===== config.mk =====
export PLATFORM = sky130hd
export DESIGN_NAME = sdlc_tx_top
export DESIGN_NICKNAME = d
export VERILOG_FILES = /design/src/rtl/sdlc_tx_pkg.sv /design/src/rtl/sdlc_tx_hold.sv /design/src/rtl/sdlc_tx_fcs.sv /design/src/rtl/sdlc_tx_stuff.sv /design/src/rtl/sdlc_tx_seq.sv /design/src/rtl/sdlc_tx_top.sv
export SDC_FILE = /design/constraint.sdc
export NUM_CORES = 1
export LEC_CHECK = 0
export ABC_AREA = 1
export CORE_UTILIZATION = 44
export DETAILED_ROUTE_END_ITERATION = 10
export PLACE_DENSITY_LB_ADDON = 0.2
export SLEW_MARGIN = 20
export SYNTH_ARGS = -nofsm -noshare
export SYNTH_HDL_FRONTEND = slang
export SYNTH_SLANG_ARGS = --single-unit

===== constraint.sdc =====
create_clock -name clk -period 4.95 [get_ports clk]
set_input_delay 0.99 -clock clk [delete_from_list [all_inputs] [get_ports clk]]
set_output_delay 0.99 -clock clk [all_outputs]
set_load 0.005 [all_outputs]

===== src/rtl/sdlc_tx_pkg.sv =====
package sdlc_tx_pkg;

    localparam int unsigned OCTET_W   = 8;
    localparam int unsigned FCS_W     = 16;
    localparam int unsigned NBITS_W   = $clog2(OCTET_W);
    localparam int unsigned SPAN_W    = $clog2(FCS_W + 1);
    localparam int unsigned STUFF_RUN = 5;

    localparam logic [OCTET_W-1:0] FLAG_OCTET = 8'h7E;
    localparam logic [OCTET_W-1:0] MARK_OCTET = 8'hFF;
    localparam logic [FCS_W-1:0]   FCS_PRESET = 16'hFFFF;
    localparam logic [FCS_W-1:0]   FCS_POLY_R = 16'h8408;

    typedef enum logic [2:0] {
        ST_FILL  = 3'd0,
        ST_OPEN  = 3'd1,
        ST_BODY  = 3'd2,
        ST_FCS   = 3'd3,
        ST_CLOSE = 3'd4,
        ST_ABORT = 3'd5
    } tx_state_e;

    typedef struct packed {
        logic [OCTET_W-1:0] data;
        logic               sof;
        logic               eof;
        logic [NBITS_W-1:0] nbits;
    } tx_octet_t;

    // One serial step of the reflected CCITT check.
    function automatic logic [FCS_W-1:0] fcs_step(input logic [FCS_W-1:0] cur,
                                                  input logic             b);
        logic [FCS_W-1:0] shifted;
        shifted = cur >> 1;
        return (cur[0] ^ b) ? (shifted ^ FCS_POLY_R) : shifted;
    endfunction

    // Number of bits of this byte that belong to the frame.
    function automatic logic [SPAN_W-1:0] span_of(input tx_octet_t o);
        if (o.eof && (o.nbits != '0)) begin
            return SPAN_W'(o.nbits);
        end
        return SPAN_W'(OCTET_W);
    endfunction

endpackage


===== src/rtl/sdlc_tx_hold.sv =====
module sdlc_tx_hold
    import sdlc_tx_pkg::*;
(
    input  logic      clk,
    input  logic      rst,
    input  logic      push_valid,
    input  tx_octet_t push_octet,
    output logic      push_ready,
    input  logic      pop,
    output logic      full,
    output tx_octet_t held
);

    assign push_ready = !full;

    always_ff @(posedge clk) begin
        if (rst) begin
            full <= 1'b0;
            held <= '0;
        end else begin
            if (pop) begin
                full <= 1'b0;
            end
            if (push_valid && push_ready) begin
                full <= 1'b1;
                held <= push_octet;
            end
        end
    end

endmodule


===== src/rtl/sdlc_tx_fcs.sv =====
module sdlc_tx_fcs
    import sdlc_tx_pkg::*;
(
    input  logic             clk,
    input  logic             rst,
    input  logic             preset,
    input  logic             adv,
    input  logic             din,
    output logic [FCS_W-1:0] fcs_nxt
);

    logic [FCS_W-1:0] fcs_q;

    assign fcs_nxt = fcs_step(fcs_q, din);

    always_ff @(posedge clk) begin
        if (rst || preset) begin
            fcs_q <= FCS_PRESET;
        end else if (adv) begin
            fcs_q <= fcs_nxt;
        end
    end

endmodule


===== src/rtl/sdlc_tx_stuff.sv =====
module sdlc_tx_stuff
    import sdlc_tx_pkg::*;
#(
    parameter int unsigned RUN = STUFF_RUN
) (
    input  logic clk,
    input  logic rst,
    input  logic adv,
    input  logic counted,
    input  logic val,
    output logic insert
);

    localparam int unsigned CW = $clog2(RUN + 1);

    logic [CW-1:0] run_q;

    assign insert = (run_q == CW'(RUN));

    always_ff @(posedge clk) begin
        if (rst) begin
            run_q <= '0;
        end else if (adv) begin
            run_q <= (counted && val) ? run_q + CW'(1) : '0;
        end
    end

endmodule


===== src/rtl/sdlc_tx_seq.sv =====
module sdlc_tx_seq
    import sdlc_tx_pkg::*;
#(
    parameter int unsigned ABORT_BITS = 8
) (
    input  logic             clk,
    input  logic             rst,
    input  logic             bit_en,
    input  logic             fill_flags,
    input  logic             held_full,
    input  tx_octet_t        held,
    input  logic             stuff_now,
    input  logic [FCS_W-1:0] fcs_nxt,
    output logic             take,
    output logic             fcs_preset,
    output logic             fcs_adv,
    output logic             fcs_din,
    output logic             run_adv,
    output logic             run_counted,
    output logic             run_val,
    output logic             line_out,
    output logic             underrun,
    output tx_state_e        state_o
);

    localparam int unsigned UNIT_MAX = (ABORT_BITS > OCTET_W) ? ABORT_BITS : OCTET_W;
    localparam int unsigned CNT_W    = $clog2(UNIT_MAX);
    localparam logic [CNT_W-1:0] OCT_END   = CNT_W'(OCTET_W - 1);
    localparam logic [CNT_W-1:0] ABORT_END = CNT_W'(ABORT_BITS - 1);

    tx_state_e          st_q, st_n;
    logic [CNT_W-1:0]   cnt_q, cnt_n;
    logic [FCS_W-1:0]   sh_q, sh_n;
    logic [SPAN_W-1:0]  left_q, left_n;
    logic               last_q, last_n;
    logic               fill_q, fill_n;
    logic               line_q, line_n;
    logic               und_q, und_n;
    logic               mode;
    logic [OCTET_W-1:0] pat;
    logic [NBITS_W-1:0] idx;

    assign idx      = cnt_q[NBITS_W-1:0];
    assign line_out = line_q;
    assign underrun = und_q;
    assign state_o  = st_q;

    always_comb begin
        st_n        = st_q;
        cnt_n       = cnt_q;
        sh_n        = sh_q;
        left_n      = left_q;
        last_n      = last_q;
        fill_n      = fill_q;
        line_n      = line_q;
        und_n       = 1'b0;
        take        = 1'b0;
        fcs_preset  = 1'b0;
        fcs_adv     = 1'b0;
        fcs_din     = 1'b0;
        run_adv     = 1'b0;
        run_counted = 1'b0;
        run_val     = 1'b0;
        mode        = (cnt_q == '0) ? fill_flags : fill_q;
        pat         = mode ? FLAG_OCTET : MARK_OCTET;

        if (bit_en) begin
            run_adv = 1'b1;
            unique case (st_q)
                ST_FILL: begin
                    if (cnt_q == '0) begin
                        fill_n = fill_flags;
                    end
                    line_n = pat[idx];
                    if (cnt_q == OCT_END) begin
                        cnt_n = '0;
                        if (held_full) begin
                            if (held.sof) begin
                                st_n = ST_OPEN;
                            end else begin
                                take = 1'b1;
                            end
                        end
                    end else begin
                        cnt_n = cnt_q + CNT_W'(1);
                    end
                end

                ST_OPEN: begin
                    line_n = FLAG_OCTET[idx];
                    if (cnt_q == OCT_END) begin
                        cnt_n      = '0;
                        take       = 1'b1;
                        sh_n       = {{(FCS_W-OCTET_W){1'b0}}, held.data};
                        left_n     = span_of(held);
                        last_n     = held.eof;
                        fcs_preset = 1'b1;
                        st_n       = ST_BODY;
                    end else begin
                        cnt_n = cnt_q + CNT_W'(1);
                    end
                end

                ST_BODY: begin
                    run_counted = 1'b1;
                    if (stuff_now) begin
                        line_n = 1'b0;
                    end else begin
                        line_n  = sh_q[0];
                        run_val = sh_q[0];
                        fcs_adv = 1'b1;
                        fcs_din = sh_q[0];
                        sh_n    = sh_q >> 1;
                        left_n  = left_q - SPAN_W'(1);
                        if (left_q == SPAN_W'(1)) begin
                            if (last_q) begin
                                sh_n   = ~fcs_nxt;
                                left_n = SPAN_W'(FCS_W);
                                st_n   = ST_FCS;
                            end else if (held_full) begin
                                take   = 1'b1;
                                sh_n   = {{(FCS_W-OCTET_W){1'b0}}, held.data};
                                left_n = span_of(held);
                                last_n = held.eof;
                            end else begin
                                st_n  = ST_ABORT;
                                cnt_n = '0;
                                und_n = 1'b1;
                            end
                        end
                    end
                end

                ST_FCS: begin
                    run_counted = 1'b1;
                    if (stuff_now) begin
                        line_n = 1'b0;
                    end else begin
                        line_n  = sh_q[0];
                        run_val = sh_q[0];
                        sh_n    = sh_q >> 1;
                        left_n  = left_q - SPAN_W'(1);
                        if (left_q == SPAN_W'(1)) begin
                            st_n  = ST_CLOSE;
                            cnt_n = '0;
                        end
                    end
                end

                ST_CLOSE: begin
                    if (stuff_now) begin
                        line_n      = 1'b0;
                        run_counted = 1'b1;
                    end else begin
                        line_n = FLAG_OCTET[idx];
                        if (cnt_q == OCT_END) begin
                            cnt_n = '0;
                            st_n  = ST_FILL;
                        end else begin
                            cnt_n = cnt_q + CNT_W'(1);
                        end
                    end
                end

                ST_ABORT: begin
                    line_n = 1'b1;
                    if (cnt_q == ABORT_END) begin
                        cnt_n = '0;
                        st_n  = ST_FILL;
                    end else begin
                        cnt_n = cnt_q + CNT_W'(1);
                    end
                end

                default: begin
                    st_n  = ST_FILL;
                    cnt_n = '0;
                end
            endcase
        end
    end

    always_ff @(posedge clk) begin
        if (rst) begin
            st_q   <= ST_FILL;
            cnt_q  <= '0;
            sh_q   <= '0;
            left_q <= '0;
            last_q <= 1'b0;
            fill_q <= 1'b0;
            line_q <= 1'b1;
            und_q  <= 1'b0;
        end else begin
            st_q   <= st_n;
            cnt_q  <= cnt_n;
            sh_q   <= sh_n;
            left_q <= left_n;
            last_q <= last_n;
            fill_q <= fill_n;
            line_q <= line_n;
            und_q  <= und_n;
        end
    end

endmodule


===== src/rtl/sdlc_tx_top.sv =====
module sdlc_tx_top
    import sdlc_tx_pkg::*;
#(
    parameter int unsigned ABORT_BITS = 8,
    parameter int unsigned RUN_LIMIT  = STUFF_RUN
) (
    input  logic               clk,
    input  logic               rst,
    input  logic               bit_en,
    input  logic               fill_flags,
    input  logic               in_valid,
    output logic               in_ready,
    input  logic [OCTET_W-1:0] in_data,
    input  logic               in_sof,
    input  logic               in_eof,
    input  logic [NBITS_W-1:0] in_tail_bits,
    output logic               line_out,
    output logic               underrun
);

    tx_octet_t        in_octet;
    tx_octet_t        held;
    logic             held_full;
    logic             take;
    logic             fcs_preset;
    logic             fcs_adv;
    logic             fcs_din;
    logic [FCS_W-1:0] fcs_nxt;
    logic             run_adv;
    logic             run_counted;
    logic             run_val;
    logic             stuff_now;
    tx_state_e        seq_state;

    assign in_octet = '{data: in_data, sof: in_sof, eof: in_eof, nbits: in_tail_bits};

    sdlc_tx_hold u_hold (
        .clk        (clk),
        .rst        (rst),
        .push_valid (in_valid),
        .push_octet (in_octet),
        .push_ready (in_ready),
        .pop        (take),
        .full       (held_full),
        .held       (held)
    );

    sdlc_tx_fcs u_fcs (
        .clk     (clk),
        .rst     (rst),
        .preset  (fcs_preset),
        .adv     (fcs_adv),
        .din     (fcs_din),
        .fcs_nxt (fcs_nxt)
    );

    sdlc_tx_stuff #(.RUN(RUN_LIMIT)) u_stuff (
        .clk     (clk),
        .rst     (rst),
        .adv     (run_adv),
        .counted (run_counted),
        .val     (run_val),
        .insert  (stuff_now)
    );

    sdlc_tx_seq #(.ABORT_BITS(ABORT_BITS)) u_seq (
        .clk         (clk),
        .rst         (rst),
        .bit_en      (bit_en),
        .fill_flags  (fill_flags),
        .held_full   (held_full),
        .held        (held),
        .stuff_now   (stuff_now),
        .fcs_nxt     (fcs_nxt),
        .take        (take),
        .fcs_preset  (fcs_preset),
        .fcs_adv     (fcs_adv),
        .fcs_din     (fcs_din),
        .run_adv     (run_adv),
        .run_counted (run_counted),
        .run_val     (run_val),
        .line_out    (line_out),
        .underrun    (underrun),
        .state_o     (seq_state)
    );

endmodule


-- Word level (Yosys, flattened, before mapping)
Memories as Yosys holds them, arrays and structs flattened. A register that Yosys moved wholly into a read port is not among the register bits.
Index checks and enable logic that the tools add are counted.
- memories: 1
- latch bits: 0
- logic and storage cells: 160
- bits in read-only memories: 8
- register bits: 64
- RAM bits: 0
- output and inout port bits: 3
- input bits: 18
- memories (memory ; words ; bits a word ; read ports ; clocked after memory_dff ; write ports ; line ; text):
    (no name shown) ; 8 ; 1 ; 1 ; 1 ; 0 ; sdlc_tx_seq.sv:90 ; line_n = FLAG_OCTET[idx];
- bitwise operators: 6
- $lt $le $gt $ge: 1
- multiplexer cells: 93
- $add $sub $neg: 3
- $mul: 0
- reductions and logical operators: 21
- eq/ne operators: 20
- divide/modulo/power cells: 0
- shift operators: 0
- operators by type and width (operator ; count):
    $mux 16 ; 6
    $mux 3 ; 23
    $pmux 16 s3 ; 1
    $mux 5 ; 9
    $mux 1 ; 44
    $pmux 3 s6 ; 1
    $not 16->16 ; 1
    $mux 15 ; 1
    $pmux 5 s3 ; 1
    $ne 2x2->1 const B ; 7
    $eq 3x3->1 const B ; 4
    $pmux 3 s4 ; 1
    $reduce_and 11->1 ; 1
    $reduce_and 5->1 ; 2
    $mux 8 ; 1
    $ne 2x1->1 const B ; 4
    $reduce_and 8->1 ; 1
    $add 3x1->3 const B ; 2
    $eq 3x2->1 const B ; 2
    $logic_not 3->1 ; 2
    $reduce_bool 3->1 ; 2
    $reduce_or 6->1 ; 1
    $eq 5x1->1 const B ; 1
    $pmux 1 s5 ; 1
    other kinds (18) ; 25

-- Logic depth before layout (Yosys ltp)
- depth after elaboration: 15
- gate-level depth with buffers: 14
- mapped depth without buffers: 14

-- Cells and area by module
From an unflattened synthesis, not the netlist that was laid out.
- cell total of the unflattened synthesis: 554
- area total of the unflattened synthesis: 3844.9 um2
- by module, submodules not included (module ; times used ; cells each ; seq. area each (um2) ; area each (um2)):
    sdlc_tx_seq ; 1 ; 341 ; 640.6 ; 2232.1
    sdlc_tx_fcs ; 1 ; 96 ; 320.3 ; 828.3
    sdlc_tx_hold ; 1 ; 91 ; 280.3 ; 610.6
    sdlc_tx_stuff ; 1 ; 26 ; 60.1 ; 173.9

-- Worst setup path before layout
No wires, ideal clock.
- path kind: input -> register
- start: input port bit_en
- end: register u_fcs.fcs_q[10]
- cell stages on the path: 7
- required time: 4835 ps
- library setup time: 115 ps
- setup slack: 2984 ps
- path buffers: 2
- arrival: 1851 ps
- cell sequence: buf_2 -> nand3_1 -> nor2_1 -> inv_1 -> clkbuf_1 -> a21oi_1 -> nand2_1
- word-level cells in the longest chain between the ends: 3
- elaborated cells on any way between the ends: 6
- those cells by class: mux: 4; bitwise: 1; reduce/logical: 1
- RTL lines (what ; line ; text):
    start, declared ; sdlc_tx_top.sv:9 ; input logic bit_en,
    $mux 1 ; sdlc_tx_seq.sv:67 ; if (bit_en) begin
    $xor 1x1->1 ; sdlc_tx_pkg.sv:35 ; return (cur[0] ^ b) ? (shifted ^ FCS_POLY_R) : shifted;
    $mux 16 ; sdlc_tx_pkg.sv:35 ;
    end signal, assigned ; sdlc_tx_fcs.sv:20 ; fcs_q <= fcs_nxt;
    end, declared ; sdlc_tx_fcs.sv:12 ; logic [FCS_W-1:0] fcs_q;
Several ways; a longest one is shown, not always the timed one.
A chain may end at the register's enable or synchronous reset.

-- Worst setup path after layout
- start: register u_hold.full
- end: output port in_ready
- word-level cells in the longest chain between the ends: 1
- RTL lines (what ; line ; text):
    start, declared ; sdlc_tx_hold.sv:10 ; output logic full,
    start signal, assigned ; sdlc_tx_hold.sv:18 ; full <= 1'b0;
    start signal, assigned ; sdlc_tx_hold.sv:22 ; full <= 1'b0;
    start signal, assigned ; sdlc_tx_hold.sv:25 ; full <= 1'b1;
    $logic_not 1->1 ; sdlc_tx_hold.sv:14 ; assign push_ready = !full;
    end, declared ; sdlc_tx_top.sv:12 ; output logic in_ready,
No other way between the ends.

==> results.json <==
{
  "die_h_um": 91.0,
  "min_path_cells": 2,
  "clk_pin_slew_worst_paths_ns": 0.07,
  "total_power_after_layout_mw": 1.13,
  "synth.net_count": 517,
  "cts.sinks": 65,
  "globalRouteOverflowTotal": 0,
  "crit_path_end_kind": "output port",
  "final_cycle_utilization_of_the_critical_path_pct": 59.2,
  "finish.net_count": 529,
  "filler_cells_inserted": 783,
  "max_cap_violations": 0,
  "slew_headroom_pct": 54.2,
  "cp.arrival_ns": 1.94,
  "via_count_normalized_by_instance_count": 5.18,
  "finalCriticalPeriod_ns": 2.93,
  "gp_congestion": 0.898,
  "antenna_left": 0,
  "setup_viol_count_final": 0,
  "use_met3_pct": 4.44,
  "critical_path_peak_fanout": 21,
  "die_width_um": 91.0,
  "netlist_area_um2": 3490,
  "grt_start_max_net_pins": 28,
  "global_route_met1_usage_pct": 28.2,
  "outcome": "complete, no violations",
  "number_of_antenna_violations_at_the_first_check_in_global_routing": 0,
  "maximum_clock_rate_mhz": 341,
  "static-leakage-power_nw": 1.62,
  "initial_core_utilization_pct": 45.4,
  "tightestPinTransition_ns": 0.686,
  "placeable_area_um2": 7690,
  "netlist_instances": 492,
  "synth_seq_cells": 65,
  "synth.yosys.seq_area_share_pct": 37.3,
  "utilization_pct": 50.7,
  "via_count_of_the_first_global_routing_pass": 3011,
  "routed_wire_length_per_instance_um": 12.9,
  "r2r.worst_path.cells": 11,
  "drt_first_pass_iters": 4,
  "cts_tree": "yes",
  "rows": 32,
  "grt_busiest_layer": "met2",
  "post_cts_hold_buffer_count": 0,
  "clock_insertion_delay_worst_skew_ns": 0.35,
  "tritoncts.num_buffers": 9,
  "synth.yosys.warnings": 0,
  "timing.setup.critical_path_class": "flip-flop to output port",
  "slowest_stage": "dfxtp_1",
  "layoutNonFillerInstCount": 611,
  "global_route.usage.total_pct": 21.3,
  "cp_slowest_stage_delay_ns": 0.76,
  "slew_violations": 0,
  "cts_max_level": 3,
  "route.vias.total": 3168,
  "min-delay-path-class": "flip-flop to flip-flop",
  "die_ar_um2": 8290,
  "irDropWorstVdd_mv": 0.167,
  "wire_length_of_the_first_global_routing_pass_um": 14100,
  "synth_cell_type_count": 38,
  "post_synth.cell_area_avg_um2": 7.09,
  "power_per_cell_area_nw_per_um2": 289,
  "insertedDiodeCount": 0,
  "timing.setup.tns_ns": 0,
  "cts_repair_resize_count": 0,
  "final_hold_viol_count": 0,
  "routed_wirelength_um": 7890,
  "worst-endpoint-required_ns": 3.96,
  "ratio_of_cells_with_drive_above_1_in_the_final_layout_pct": 8.84,
  "grt.met2_usage_pct": 34.2,
  "cts_setup_buffers": 0,
  "crit_path_start_kind": "flip-flop",
  "io_pins": 21,
  "numPlacedInstances": 595,
  "clk_skew_ns": 0.00699,
  "clockRootBuffer": "clkbuf_8",
  "rsz0062_at_grt": "no",
  "layout-area-overhead-vs-synth_pct": 11.8,
  "path_cells": "inv_1, clkdlybuf4s50_1",
  "starting_drt_drc_count": 165,
  "i_o_buffers": 20,
  "clock_tree.buffer_depth": 2,
  "final_routed_drc_violation_total": 0,
  "half_perimeter_wire_length_after_detailed_placement_um": 5620
}
-- area by class of cell --
type / count / area (µm²) / area share [%]
tap: 102 / 128 / 3.27
sequential: 65 / 1300 / 33.4
clock buffer: 12 / 135 / 3.47
inverter: 55 / 209 / 5.36
timing repair buffer: 22 / 215 / 5.52
multi-input combinational: 351 / 1830 / 47.0
clock inverter: 4 / 77.6 / 1.99
-- kinds of logic (layout without fill, tap and decap cells) --
kind of cell / after synthesis / after routing / share of synthesized area [%]
fa+ha+maj: 7 / 7 / 2.51
buf+inv: 76 / 93 / 10.2
flops: 65 / 65 / 37.3
xor+xnor: 3 / 3 / 0.753
simple gates: 220 / 220 / 28.5
compound gates: 121 / 121 / 20.8
-- where the power goes --
| group | leakage, nW | internal (mW) | switching (mW) | total, mW |
|---|---|---|---|---|
| combinational | 0.991 | 0.0349 | 0.0472 | 0.0821 |
| sequential | 0.529 | 0.537 | 0.0111 | 0.548 |
| clock | 0.105 | 0.286 | 0.212 | 0.498 |
| total | 1.62 | 0.858 | 0.270 | 1.13 |
-- sequential cells by signal (all words and copies together) (netlist names), named ones only --
signal / flops
u_seq.fill_q: 1
u_seq.cnt_q: 3
u_fcs.fcs_q: 16
u_hold.held: 13
u_seq.underrun: 1
u_stuff.run_q: 3
u_seq.line_out: 1
u_hold.full: 1
u_seq.state_o: 3
u_seq.sh_q: 16
u_seq.left_q: 5
u_seq.last_q: 1
-- cell usage after synthesis --
master    instances  area [µm²]
nor3_1            4        20.0
o21ai_1           7        35.0
nand4_2           1        12.5
nor2_1           42         158
nand3_4           1        17.5
buf_2             5        25.0
inv_1            53         199
nand3b_1          2        15.0
o22ai_1           6        37.5
nand2_2           6        37.5
nand2_1         115         432
o311ai_1          1        8.76
o21a_1            2        15.0
inv_2             1        3.75
a21oi_4           1        16.3
inv_4             1        6.26
o21ai_0          39         195
o221ai_1          6        52.6
o21ai_2           3        26.3
nand2_4           3        33.8
buf_8             1        15.0
buf_4             1        7.51
o21ai_4           1        16.3
nand3_1          36         180
a21oi_1          41         205
dfxtp_1          65        1300
clkbuf_1          8        30.0
xor2_1            3        26.3
nor2_2            4        25.0
a211oi_1          1        7.51
nor4_1            1        6.26
o21bai_1          1        7.51
o211ai_1          7        52.6
buf_6             6        67.6
nor2_4            5        56.3
o211ai_2          3        37.5
ha_1              7        87.6
a31oi_1           2        12.5
-- worst max-delay path: cells and delay by family (launching register included) --
kind | cells | cell delay (ns)
DFF | 1 | 0.76
buffers and inverters | 2 | 0.82
-- metrics by stage --
step	setup slack, ns	hold WS, ns	area [µm²]
3_3_place_gp	1.75	0.440	3690
2_1_floorplan	2.98	0.430	3490
5_1_grt	1.86	0.498	3900
3_5_place_dp	1.68	0.451	3690
6_report	2.02	0.461	3900
4_1_cts	2.03	0.462	3900
-- cell usage in the layout, fill, tap and decap left out, types with 7 or more instances in the layout --
cell             count
ha_1                 7
clkdlybuf4s50_1     20
o211ai_1             7
dfxtp_1             65
clkbuf_8             9
nand3_1             36
nand2_1            115
a21oi_1             41
o21ai_1              7
inv_1               53
nor2_1              42
o21ai_0             39
-- path summary, 6_finish.rpt --
kind                                                  start                    endpoint  slack (ns)
worst min register to register    u_seq.fill_q$_SDFFE_PP0P_   u_seq.fill_q$_SDFFE_PP0P_        0.46
worst max register to register  u_seq.cnt_q[0]$_SDFFE_PP0N_  u_seq.sh_q[0]$_SDFFE_PP0P_        2.77
worst max-delay path               u_hold.full$_SDFFE_PP0P_                    in_ready        2.02
worst min-delay path              u_seq.fill_q$_SDFFE_PP0P_   u_seq.fill_q$_SDFFE_PP0P_        0.46
-- layer usage --
metal | share of wire (%) | vias up
met5 | 0 | -
met4 | 1.7 | 0
met3 | 3.9 | 11
met2 | 45 | 58
met1 | 49 | 1452
li1 | - | 1647
No activity file was read; power rests on OpenSTA's default activity.
